$ cat config.mk
export PLATFORM = sky130hd
export DESIGN_NAME = rssi_cca_top
export DESIGN_NICKNAME = d
export VERILOG_FILES = /design/src/rtl/rssi_pkg.sv /design/src/rtl/rssi_leaky_avg.sv /design/src/rtl/rssi_code_calc.sv /design/src/rtl/rssi_capture.sv /design/src/rtl/rssi_cca_top.sv
export SDC_FILE = /design/constraint.sdc
export NUM_CORES = 1
export LEC_CHECK = 0
export BUFFER_PORTS_ARGS = -buffer_cell sky130_fd_sc_hd__buf_2
export CAP_MARGIN = 20
export CORE_AREA = 2 2 115 117
export CTS_BUF_LIST = sky130_fd_sc_hd__clkbuf_4
export DETAILED_ROUTE_END_ITERATION = 8
export DIE_AREA = 0 0 117 119
export PLACE_DENSITY_LB_ADDON = 0.1
export SLEW_MARGIN = 20
export SYNTH_ARGS = -nofsm -noshare
export SYNTH_HDL_FRONTEND = slang
export SYNTH_SLANG_ARGS = --single-unit
$ cat constraint.sdc
create_clock -name clk -period 4.2 [get_ports clk]
set_clock_uncertainty 0.05 [all_clocks]
set_input_delay 0 -clock clk [delete_from_list [all_inputs] [get_ports clk]]
set_output_delay 0 -clock clk [all_outputs]
set_load 0.05 [all_outputs]
$ cat src/rtl/rssi_pkg.sv
package rssi_pkg;
  localparam int CODE_W    = 8;
  localparam int CODE_MAX  = 127;
  localparam int FLOOR_DBM = -127;
  localparam int THR_RST   = 255;

  typedef logic [CODE_W-1:0] code_t;
endpackage

$ cat src/rtl/rssi_leaky_avg.sv
module rssi_leaky_avg
  import rssi_pkg::*;
#(
  parameter int SAMPLE_W = 9,
  parameter int FRAC_W   = 8,
  parameter int SPS      = 16,
  localparam int AVG_W   = SAMPLE_W + FRAC_W + 1
) (
  input  logic                    clk,
  input  logic                    rst,
  input  logic                    sample_valid,
  input  logic signed [SAMPLE_W-1:0] sample,
  input  logic                    decay_fast,
  output logic signed [AVG_W-1:0] acc
);
  localparam int K_SLOW  = $clog2(SPS);
  localparam int K_FAST  = (K_SLOW >= 2) ? K_SLOW - 2 : 0;
  localparam int SHIFT_W = $clog2(K_SLOW + 1) + 1;
  localparam logic signed [AVG_W-1:0] ACC_RST = AVG_W'(FLOOR_DBM * (2 ** FRAC_W));
  localparam logic signed [AVG_W-1:0] ACC_MIN = AVG_W'(-(2 ** (SAMPLE_W - 1)) * (2 ** FRAC_W));
  localparam logic signed [AVG_W-1:0] ACC_MAX = AVG_W'((2 ** (SAMPLE_W - 1) - 1) * (2 ** FRAC_W));

  logic signed [AVG_W-1:0] x_ext;
  logic signed [AVG_W-1:0] diff;
  logic signed [AVG_W-1:0] step;
  logic [SHIFT_W-1:0]      k_sel;

  // Two shift variants: a design with too few samples per symbol keeps one constant
  generate
    if (K_SLOW == K_FAST) begin : g_single_k
      assign k_sel = SHIFT_W'(K_SLOW);
    end else begin : g_dual_k
      assign k_sel = decay_fast ? SHIFT_W'(K_FAST) : SHIFT_W'(K_SLOW);
    end
  endgenerate

  always_comb begin
    x_ext = $signed({sample[SAMPLE_W-1], sample, {FRAC_W{1'b0}}});
    diff  = x_ext - acc;
    step  = diff >>> k_sel;
  end

  always_ff @(posedge clk) begin
    if (rst) begin
      acc <= ACC_RST;
    end else if (sample_valid) begin
      acc <= acc + step;
    end
  end

  AST_ACC_HOLD: assert property (@(posedge clk) disable iff (rst)
    !sample_valid |=> $stable(acc));
  AST_ACC_RANGE: assert property (@(posedge clk) disable iff (rst)
    (acc >= ACC_MIN) && (acc <= ACC_MAX));
endmodule

$ cat src/rtl/rssi_code_calc.sv
module rssi_code_calc
  import rssi_pkg::*;
#(
  parameter int AVG_W  = 18,
  parameter int FRAC_W = 8,
  parameter int OFF_W  = 6
) (
  input  logic                    clk,
  input  logic                    rst,
  input  logic signed [AVG_W-1:0] acc,
  input  logic signed [OFF_W-1:0] cal_off,
  input  code_t                   thresh,
  output code_t                   code_q,
  output logic                    busy_q
);
  localparam logic signed [AVG_W-1:0] HALF  = AVG_W'(2 ** (FRAC_W - 1));
  localparam logic signed [AVG_W-1:0] BIAS  = AVG_W'(-FLOOR_DBM);
  localparam logic signed [AVG_W-1:0] TOP   = AVG_W'(CODE_MAX);

  logic signed [AVG_W-1:0] rounded;
  logic signed [AVG_W-1:0] off_ext;
  logic signed [AVG_W-1:0] sum;
  code_t                   code_d;
  logic                    busy_d;

  always_comb begin
    rounded = (acc + HALF) >>> FRAC_W;
    off_ext = $signed({{(AVG_W - OFF_W){cal_off[OFF_W-1]}}, cal_off});
    sum     = rounded + off_ext + BIAS;
    if (sum < 0) begin
      code_d = '0;
    end else if (sum > TOP) begin
      code_d = code_t'(CODE_MAX);
    end else begin
      code_d = sum[CODE_W-1:0];
    end
    busy_d = (code_d > thresh);
  end

  always_ff @(posedge clk) begin
    if (rst) begin
      code_q <= '0;
      busy_q <= 1'b0;
    end else begin
      code_q <= code_d;
      busy_q <= busy_d;
    end
  end

  AST_CODE_CEIL: assert property (@(posedge clk) disable iff (rst)
    code_q <= code_t'(CODE_MAX));
endmodule

$ cat src/rtl/rssi_capture.sv
module rssi_capture
  import rssi_pkg::*;
#(
  parameter int FREQ_W = 4
) (
  input  logic              clk,
  input  logic              rst,
  input  logic              capture,
  input  code_t             live_code,
  input  logic [FREQ_W-1:0] freq_in,
  input  logic              ant_in,
  output code_t             cap_code,
  output logic [FREQ_W-1:0] cap_freq,
  output logic              cap_ant
);
  always_ff @(posedge clk) begin
    if (rst) begin
      cap_code <= '0;
      cap_freq <= '0;
      cap_ant  <= 1'b0;
    end else if (capture) begin
      cap_code <= live_code;
      cap_freq <= freq_in;
      cap_ant  <= ant_in;
    end
  end

  AST_CAP_LOAD: assert property (@(posedge clk) disable iff (rst)
    capture |=> (cap_code == $past(live_code)) && (cap_freq == $past(freq_in)));
  AST_CAP_HOLD: assert property (@(posedge clk) disable iff (rst)
    !capture |=> $stable(cap_code) && $stable(cap_freq) && $stable(cap_ant));
endmodule

$ cat src/rtl/rssi_cca_top.sv
module rssi_cca_top
  import rssi_pkg::*;
#(
  parameter int SAMPLE_W = 9,
  parameter int FRAC_W   = 8,
  parameter int SPS      = 16,
  parameter int OFF_W    = 6,
  parameter int FREQ_W   = 4
) (
  input  logic                clk,
  input  logic                rst,
  input  logic                sample_valid,
  input  logic [SAMPLE_W-1:0] sample_db,
  input  logic                decay_fast,
  input  logic [OFF_W-1:0]    cal_offset,
  input  logic [7:0]          busy_thresh,
  input  logic                capture,
  input  logic [FREQ_W-1:0]   freq_in,
  input  logic                ant_in,
  output logic [7:0]          rssi_live,
  output logic [7:0]          rssi_cap,
  output logic [FREQ_W-1:0]   freq_cap,
  output logic                ant_cap,
  output logic                cca_busy
);
  localparam int AVG_W = SAMPLE_W + FRAC_W + 1;

  // Configuration stage: one register between the field inputs and their use
  logic                    decay_q;
  logic signed [OFF_W-1:0] off_q;
  code_t                   thr_q;

  always_ff @(posedge clk) begin
    if (rst) begin
      decay_q <= 1'b0;
      off_q   <= '0;
      thr_q   <= code_t'(THR_RST);
    end else begin
      decay_q <= decay_fast;
      off_q   <= $signed(cal_offset);
      thr_q   <= busy_thresh;
    end
  end

  logic signed [AVG_W-1:0] acc;
  code_t                   live_code;
  logic                    busy;
  code_t                   cap_code;

  rssi_leaky_avg #(
    .SAMPLE_W (SAMPLE_W),
    .FRAC_W   (FRAC_W),
    .SPS      (SPS)
  ) avg_i (
    .clk          (clk),
    .rst          (rst),
    .sample_valid (sample_valid),
    .sample       ($signed(sample_db)),
    .decay_fast   (decay_q),
    .acc          (acc)
  );

  rssi_code_calc #(
    .AVG_W  (AVG_W),
    .FRAC_W (FRAC_W),
    .OFF_W  (OFF_W)
  ) calc_i (
    .clk     (clk),
    .rst     (rst),
    .acc     (acc),
    .cal_off (off_q),
    .thresh  (thr_q),
    .code_q  (live_code),
    .busy_q  (busy)
  );

  rssi_capture #(
    .FREQ_W (FREQ_W)
  ) cap_i (
    .clk       (clk),
    .rst       (rst),
    .capture   (capture),
    .live_code (live_code),
    .freq_in   (freq_in),
    .ant_in    (ant_in),
    .cap_code  (cap_code),
    .cap_freq  (freq_cap),
    .cap_ant   (ant_cap)
  );

  assign rssi_live = live_code;
  assign rssi_cap  = cap_code;
  assign cca_busy  = busy;

  AST_BUSY_STRICT: assert property (@(posedge clk) disable iff (rst)
    cca_busy |-> (rssi_live > $past(thr_q)));
  AST_CLEAR_AT_MAX_THR: assert property (@(posedge clk) disable iff (rst)
    (thr_q == 8'hFF) |=> !cca_busy);
endmodule

==> results of run 1 <==
-- per-stage QoR --
step / total power, mW / setup TNS [ps] / hold slack, ps / utilization, %
detailed placement: 4.22 / -24.6 / 135 / 40.6
global placement: 4.20 / 0 / 133 / 40.6
global route: 5.23 / -232 / 45.1 / 44.5
finish: 4.73 / 0 / 51.0 / 44.5
floorplan: 3.30 / 0 / 53.8 / -
CTS: 4.54 / -1.88 / 32.6 / 42.8
-- cells in the mapped netlist (3+ instances only) --
library cell	count
a211oi_1	7
a21o_1	12
a21oi_1	31
a31oi_1	4
and2_1	8
and3_1	4
buf_1	3
clkbuf_1	13
dfxtp_1	55
ha_1	55
inv_1	54
mux2_2	3
mux2i_1	25
nand2_1	21
nand2b_1	5
nand3_1	14
nand4_1	4
nor2_1	56
nor2b_1	11
nor3_1	10
nor4_1	4
o211ai_1	5
o21a_1	17
o21ai_0	20
o21bai_1	5
o31ai_1	5
or2_2	10
xnor2_1	28
xor2_1	6
-- worst reg2reg max path, stage by stage, from the launching register on --
cell and delay, ps:
dfxtp_4 410, ha_4 130, nand3_1 110, nor3_1 150, buf_4 150, nand3_1 120, xnor2_2 210, inv_1 60
ha_1 310, ha_1 320, nor3_1 380, a2111oi_4 90, o211ai_1 150, o2111ai_2 210, buf_6 180, buf_4 140
o21a_1 190, ha_1 300, a21oi_1 130, nor2_1 60, a211oi_2 140, nor3_1 60
-- worst max-delay path by stage --
stage / endpoint / cells past startpoint
floorplan: calc_i.busy_q / 23
global placement: avg_i.acc[17] / 19
detailed placement: calc_i.busy_q / 22
CTS: calc_i.busy_q / 22
global route: calc_i.busy_q / 21
finish: calc_i.busy_q / 21
-- flip-flops by register name (all words and copies together) (netlist names) --
name            cells
calc_i.busy_q       1
off_q               6
avg_i.acc          18
cap_i.cap_ant       1
cap_i.cap_code      8
cap_i.cap_freq      4
decay_q             1
calc_i.code_q       8
thr_q               8
-- power groups by stage --
stage | logic (mW) | clock network, mW | registers [mW]
after floorplan | 2.36 | 0 | 0.934
after global placement | 3.45 | 0 | 0.752
after detailed placement | 3.46 | 0 | 0.754
after CTS | 3.53 | 0.264 | 0.747
after global routing | 4.18 | 0.281 | 0.767
final | 3.73 | 0.249 | 0.749
-- area by class of cell --
type,count,area (um2),area share (%)
antenna,1,2.50,0.0437
tap,176,220,3.84
timing repair buffer,132,910,15.9
clock buffer,5,37.5,0.655
multi-input combinational,405,3220,56.2
sequential,55,1110,19.4
inverter,54,203,3.54
clock inverter,3,25.0,0.437
-- cell usage in the layout, fill, tap and decap left out, drive strengths merged, types with 21 or more instances in the layout --
master and count:
o21ai 21, nor2 56, ha 55, dfxtp 55
mux2i 25, buf 112, inv 56, nand2 21
a21oi 31, xnor2 28
-- per-layer routing --
layer | track usage [%] | vias up | routed length, um
met5 | 0 | - | 0
met4 | 3.60 | 0 | 148
met1 | 20.7 | 1782 | 5100
met2 | 25.7 | 56 | 4810
met3 | 1.78 | 11 | 290
li1 | - | 2097 | -
-- logic make-up after synthesis --
family | after synthesis
AO/OA/AOI/OAI | 128
XOR/XNOR | 34
adder cells (fa/ha/maj) | 57
buffers and inverters | 71
flip-flops | 55
multiplexers | 28
other | 1
AND/OR/NAND/NOR | 156
-- what timing repair did --
action / 4_1_cts / 5_1_grt
setup endpoints to repair: 2 / 2
hold buffers: 20 / 0
resized for setup: 7 / 32
pin swaps: 1 / 20
endpoints found under the hold margin: 20 / 0
buffers inserted: 0 / 5
==> impl_metrics.py, run 1 <==
metrics = {
    "critical_path": {
        "r2r_slack_ps": 30,
        "cp_cell_sequence": "ha_4 > nand3_1 > nor3_1 > buf_4 > nand3_1 > xnor2_2 > inv_1 > ha_1 > ha_1 > nor3_1 > a2111oi_4 > o211ai_1 > o2111ai_2 > buf_6 > buf_4 > o21a_1 > ha_1 > a21oi_1 > nor2_1 > a211oi_2 > nor3_1",
        "crit_arrival_ps": 4380,
        "critical_path.top_delay_family": "adder cells",
        "r2r_cells": 21,
        "crit_fanout": 7,
        "worst_setup_path_start_kind": "flip-flop",
        "slowest_delay_ps": 410,
        "crit_required_ps": 4400,
        "end_kind": "flip-flop",
        "crit_start": "avg_i.acc[8]",
        "critPathBufInv": 4,
        "r2r_end": "calc_i.busy_q",
        "critical_path_class": "flip-flop to flip-flop",
        "cp_slowest_cell": "dfxtp_4",
        "worstReg2RegStart": "avg_i.acc[8]",
    },
    "placed_design": {
        "io_buffers": 54,
        "place.gp.congestion": 0.806,
        "hpwl_mm": 7.99,
        "place_inst": 797,
        "placed_area_um2": 5220,
        "preCtsSetupSlack_ps": -16.6,
    },
    "logic_synthesis": {
        "synth_area_leaders": "dfxtp_1, ha_1, mux2i_1, xnor2_1, nor2_1",
        "ys_types": 57,
        "synth_mux_area_share_pct": 6.52,
        "avgSynthCellArea_um2": 8.22,
        "ys_async_sr_fraction_pct": 0,
        "yosys_warnings": 0,
        "synth_edf_count": 0,
        "synth_top_area_share_pct": 25.3,
        "synthAdderAreaFrac_pct": 16.7,
        "syn-cell-area_um2": 4360,
        "synth_top_family_by_area": "compound AO/OA/AOI/OAI gates",
        "synthSimpleGateAreaFrac_pct": 18.1,
        "synth_top_cell_by_area": "dfxtp_1",
        "synth_compound_area_share_pct": 20.4,
        "synth-seq-area-share_pct": 25.3,
        "ys.flop_type": "dfxtp_1",
        "synthCells": 530,
        "synth_xor_xnor_area_share_pct": 6.83,
        "ys_ff_latch": 55,
    },
    "grt": {
        "grt_util_all_layers_pct": 15.3,
        "grt_pass1_wl_mm": 17.4,
        "grt_pass1_vias": 3938,
        "grt_max_degree": 49,
        "antenna_found_initial": 1,
        "grt_overflow": 0,
    },
    "timing": {
        "finalCritPeriodShare_pct": 99.3,
        "fmax_mhz": 240,
        "slew-limit-headroom_pct": 31.4,
        "min_period_ps": 4170,
        "fin_ws_ps": 27.5,
        "slew_viol_final": 0,
        "rsz0062_at_grt": "yes",
        "setup_viol": 0,
        "tightest_slew_ps": 1020,
        "finalHoldViolCount": 0,
    },
    "cts": {
        "clock_sinks": 55,
        "cts.root.buffer_cell": "clkbuf_4",
        "cts_buffer_depth": 2,
        "clkLatencyLatePin_ps": 390,
        "cts_tree": "yes",
        "cts_buffers": 5,
        "path_clk_slew_ps": 170,
        "htreeDepth": 2,
    },
    "drt": {
        "drtIter0Drc": 165,
        "viasPerCell": 4.75,
        "remaining_drc_errors": 0,
        "wl_per_cell_um": 12.5,
        "routed_wl_mm": 10.4,
        "vias": 3946,
        "firstDrtPassIters": 6,
        "ant_nets": 0,
    },
    "flow_run": {
        "maxCapViolations": 0,
    },
    "final_layout": {
        "nNetsFinal": 743,
        "drive_above_1_share_pct": 27.1,
        "design_area_um2": 5730,
        "area_growth_pct": 31.5,
        "stdcell_count": 831,
        "final.fill_count": 1302,
    },
    "pwr": {
        "p_comb_share_pct": 78.9,
        "cellInternalPower_mw": 2.46,
        "leakagePower_nw": 2.70,
        "swShare_pct": 47.9,
        "p_switching_mw": 2.27,
        "p_seq_share_pct": 15.8,
        "irDropWorstVdd_v": 0.000317,
        "powerDensity_nw_per_um2": 825,
        "power_frac_clock_pct": 5.3,
    },
    "run_status": {
        "status": "completed",
    },
    "worst_hold_path": {
        "hold_start": "capture",
        "hold_path_end": "cap_i.cap_freq[0]",
        "worstHoldPathCells": 3,
        "worstHoldPathType": "input pin to flip-flop",
    },
    "floorplanning": {
        "die_y_um": 119,
        "boundaryPins": 55,
        "dieArea_um2": 13900,
        "start_util_pct": 33.9,
        "die_w_um": 117,
        "num_rows": 42,
        "core_region_area_um2": 12900,
    },
}
Power figures use the tool's default switching activity.
==> run 2, diff against run 1 <==
- CORE_AREA: 2 2 115 117 -> 2 2 93 95
- DIE_AREA: 0 0 117 119 -> 0 0 95 97
==> run 2 against run 1 <==
Effect of this change: the run now ends with negative setup slack left; first-iteration DRC count down 33%; final cell count down 11%; worst setup slack worse by 49 ps; design area down 4.1%; sequential power up 2%; register-to-register slack worse by 50 ps; fmax down 1.2%; sequential share of layout area up 0.84 points; clock-buffer cell count unchanged; critical path type unchanged; largest cell class unchanged.
==> impl_metrics.py, run 2 (same netlist as run 1, synthesis figures left out) <==
metrics = {
    "floorplanning": {
        "dieArea_um2": 9220,
        "die_y_um": 97,
        "start_util_pct": 53.6,
        "boundaryPins": 55,
        "die_w_um": 95,
        "num_rows": 33,
        "core_region_area_um2": 8130,
    },
    "grt": {
        "antenna_found_initial": 0,
        "grt_util_all_layers_pct": 21.0,
        "grt_pass1_wl_mm": 16.3,
        "grt_overflow": 0,
        "grt_pass1_vias": 3718,
        "grt_max_degree": 49,
    },
    "critical_path": {
        "worstReg2RegStart": "avg_i.acc[8]",
        "crit_arrival_ps": 4440,
        "worst_setup_path_start_kind": "flip-flop",
        "r2r_slack_ps": -20,
        "cp_cell_sequence": "ha_4 > xnor2_1 > ha_1 > inv_2 > ha_4 > fa_2 > a21o_1 > a21oi_2 > o21bai_2 > and2_4 > or2_1 > a211oi_2 > o2111ai_2 > buf_4 > o21a_1 > ha_1 > a21o_1 > a21o_1 > a211oi_2 > nor3_1",
        "crit_required_ps": 4420,
        "critical_path_class": "flip-flop to flip-flop",
        "slowest_delay_ps": 390,
        "crit_start": "avg_i.acc[8]",
        "cp_common_cell": "a21o_1",
        "end_kind": "flip-flop",
        "r2r_cells": 20,
        "crit_fanout": 4,
        "cp_slowest_cell": "dfxtp_4",
    },
    "placed_design": {
        "placed_area_um2": 4980,
        "hpwl_mm": 7.23,
        "place.gp.congestion": 0.865,
        "io_buffers": 54,
    },
    "timing": {
        "setup_viol": 1,
        "finalHoldViolCount": 0,
        "slew-limit-headroom_pct": 42.6,
        "tightest_slew_ps": 860,
        "slew_viol_final": 0,
        "fin_ws_ps": -21.0,
        "finalCritPeriodShare_pct": 101,
        "rsz0062_at_grt": "yes",
        "fmax_mhz": 237,
        "min_period_ps": 4220,
    },
    "drt": {
        "drtIter0Drc": 111,
        "ant_nets": 0,
        "routed_wl_mm": 9.58,
        "vias": 3976,
        "firstDrtPassIters": 4,
        "remaining_drc_errors": 0,
        "viasPerCell": 5.35,
        "wl_per_cell_um": 12.9,
    },
    "worst_hold_path": {
        "worstHoldPathType": "input pin to flip-flop",
        "hold_start": "capture",
        "worstHoldPathCells": 3,
    },
    "final_layout": {
        "layout_commonest_cell": "nor2_1",
        "drive_above_1_share_pct": 25.5,
        "layout_common_cells": "nor2_1, buf_2, inv_1",
        "top_register": "avg_i.acc",
        "design_area_um2": 5490,
        "area_growth_pct": 26.0,
        "nNetsFinal": 727,
        "n_antenna_cell": 0,
        "largest_reg_flops": 18,
    },
    "flow_run": {
        "maxCapViolations": 0,
    },
    "cts": {
        "clkLatencyLatePin_ps": 380,
        "htreeDepth": 2,
        "cts_tree": "yes",
        "cts_buffer_depth": 2,
        "cts.root.buffer_cell": "clkbuf_4",
        "path_clk_slew_ps": 180,
        "cts_buffers": 5,
        "clock_sinks": 55,
    },
    "pwr": {
        "powerDensity_nw_per_um2": 839,
        "irDropWorstVdd_v": 0.000580,
        "p_total_mw": 4.61,
        "leakagePower_nw": 2.63,
    },
    "run_status": {
        "violations": "negative setup slack",
        "status": "complete, but fails checks",
    },
}
-- run 2: cell types whose count changed in the layout (fill, tap and decap cells not counted), moves of 2 or more --
cell,delta
a21oi_1,-2
a21oi_2,+2
buf_4,-15
ha_1,+3
ha_4,-3
-- run 2: worst max-delay path: cells and delay by family (launching register included) --
family / cells / cell delay (ps)
compound gates: 9 / 1620
xor+xnor: 1 / 120
fa+ha+maj: 5 / 1240
buf+inv: 2 / 220
flops: 1 / 390
simple gates: 3 / 430
-- run 2: metal layers --
metal  part of all wire, %  GRT usage, %  vias up
met4                   1.1          3.46        0
met1                    47          28.4     1823
met2                    49          35.7       81
met3                   3.7          3.35        8
met5                     0             0        -
li1                      -             -     2064
-- run 2: final timing paths --
path	endpoint
max reg2reg	calc_i.busy_q
min	cap_i.cap_freq[0]
min reg2reg	avg_i.acc[11]
max	calc_i.busy_q
-- run 2: timing repair --
item	CTS	global route
pin swaps	9	29
endpoints found under the hold margin	20	0
gates resized for setup	16	23
setup endpoints to repair	2	2
hold buffers	20	0
buffers inserted	3	6
-- run 2: final cells by class --
class | count | area (um2)
Fill cell | 670 | 2640
Inverter | 54 | 203
Tap cell | 105 | 131
Timing Repair Buffer | 116 | 786
Clock buffer | 5 | 37.5
Clock inverter | 3 | 33.8
Sequential cell | 55 | 1110
Multi-Input combinational cell | 405 | 3190
-- run 2: per-stage QoR --
step	setup TNS, ps	hold WS, ps	setup slack, ps	utilization [%]	instances
after floorplan	0	53.8	1.64	-	531
after global placement	0	133	15.5	61.3	706
after detailed placement	-159	135	-94.4	61.3	706
after CTS	0	36.9	7.24	65.5	737
after global routing	-169	44.9	-169	67.5	743
final	-21.0	59.2	-21.0	67.5	743
-- run 2: report_power, final --
part	switching [mW]	internal, mW	leakage, nW	total (mW)
Clock	0.187	0.0739	0.0385	0.261
Sequential	0.109	0.653	0.457	0.762
Combinational	1.93	1.66	2.13	3.59
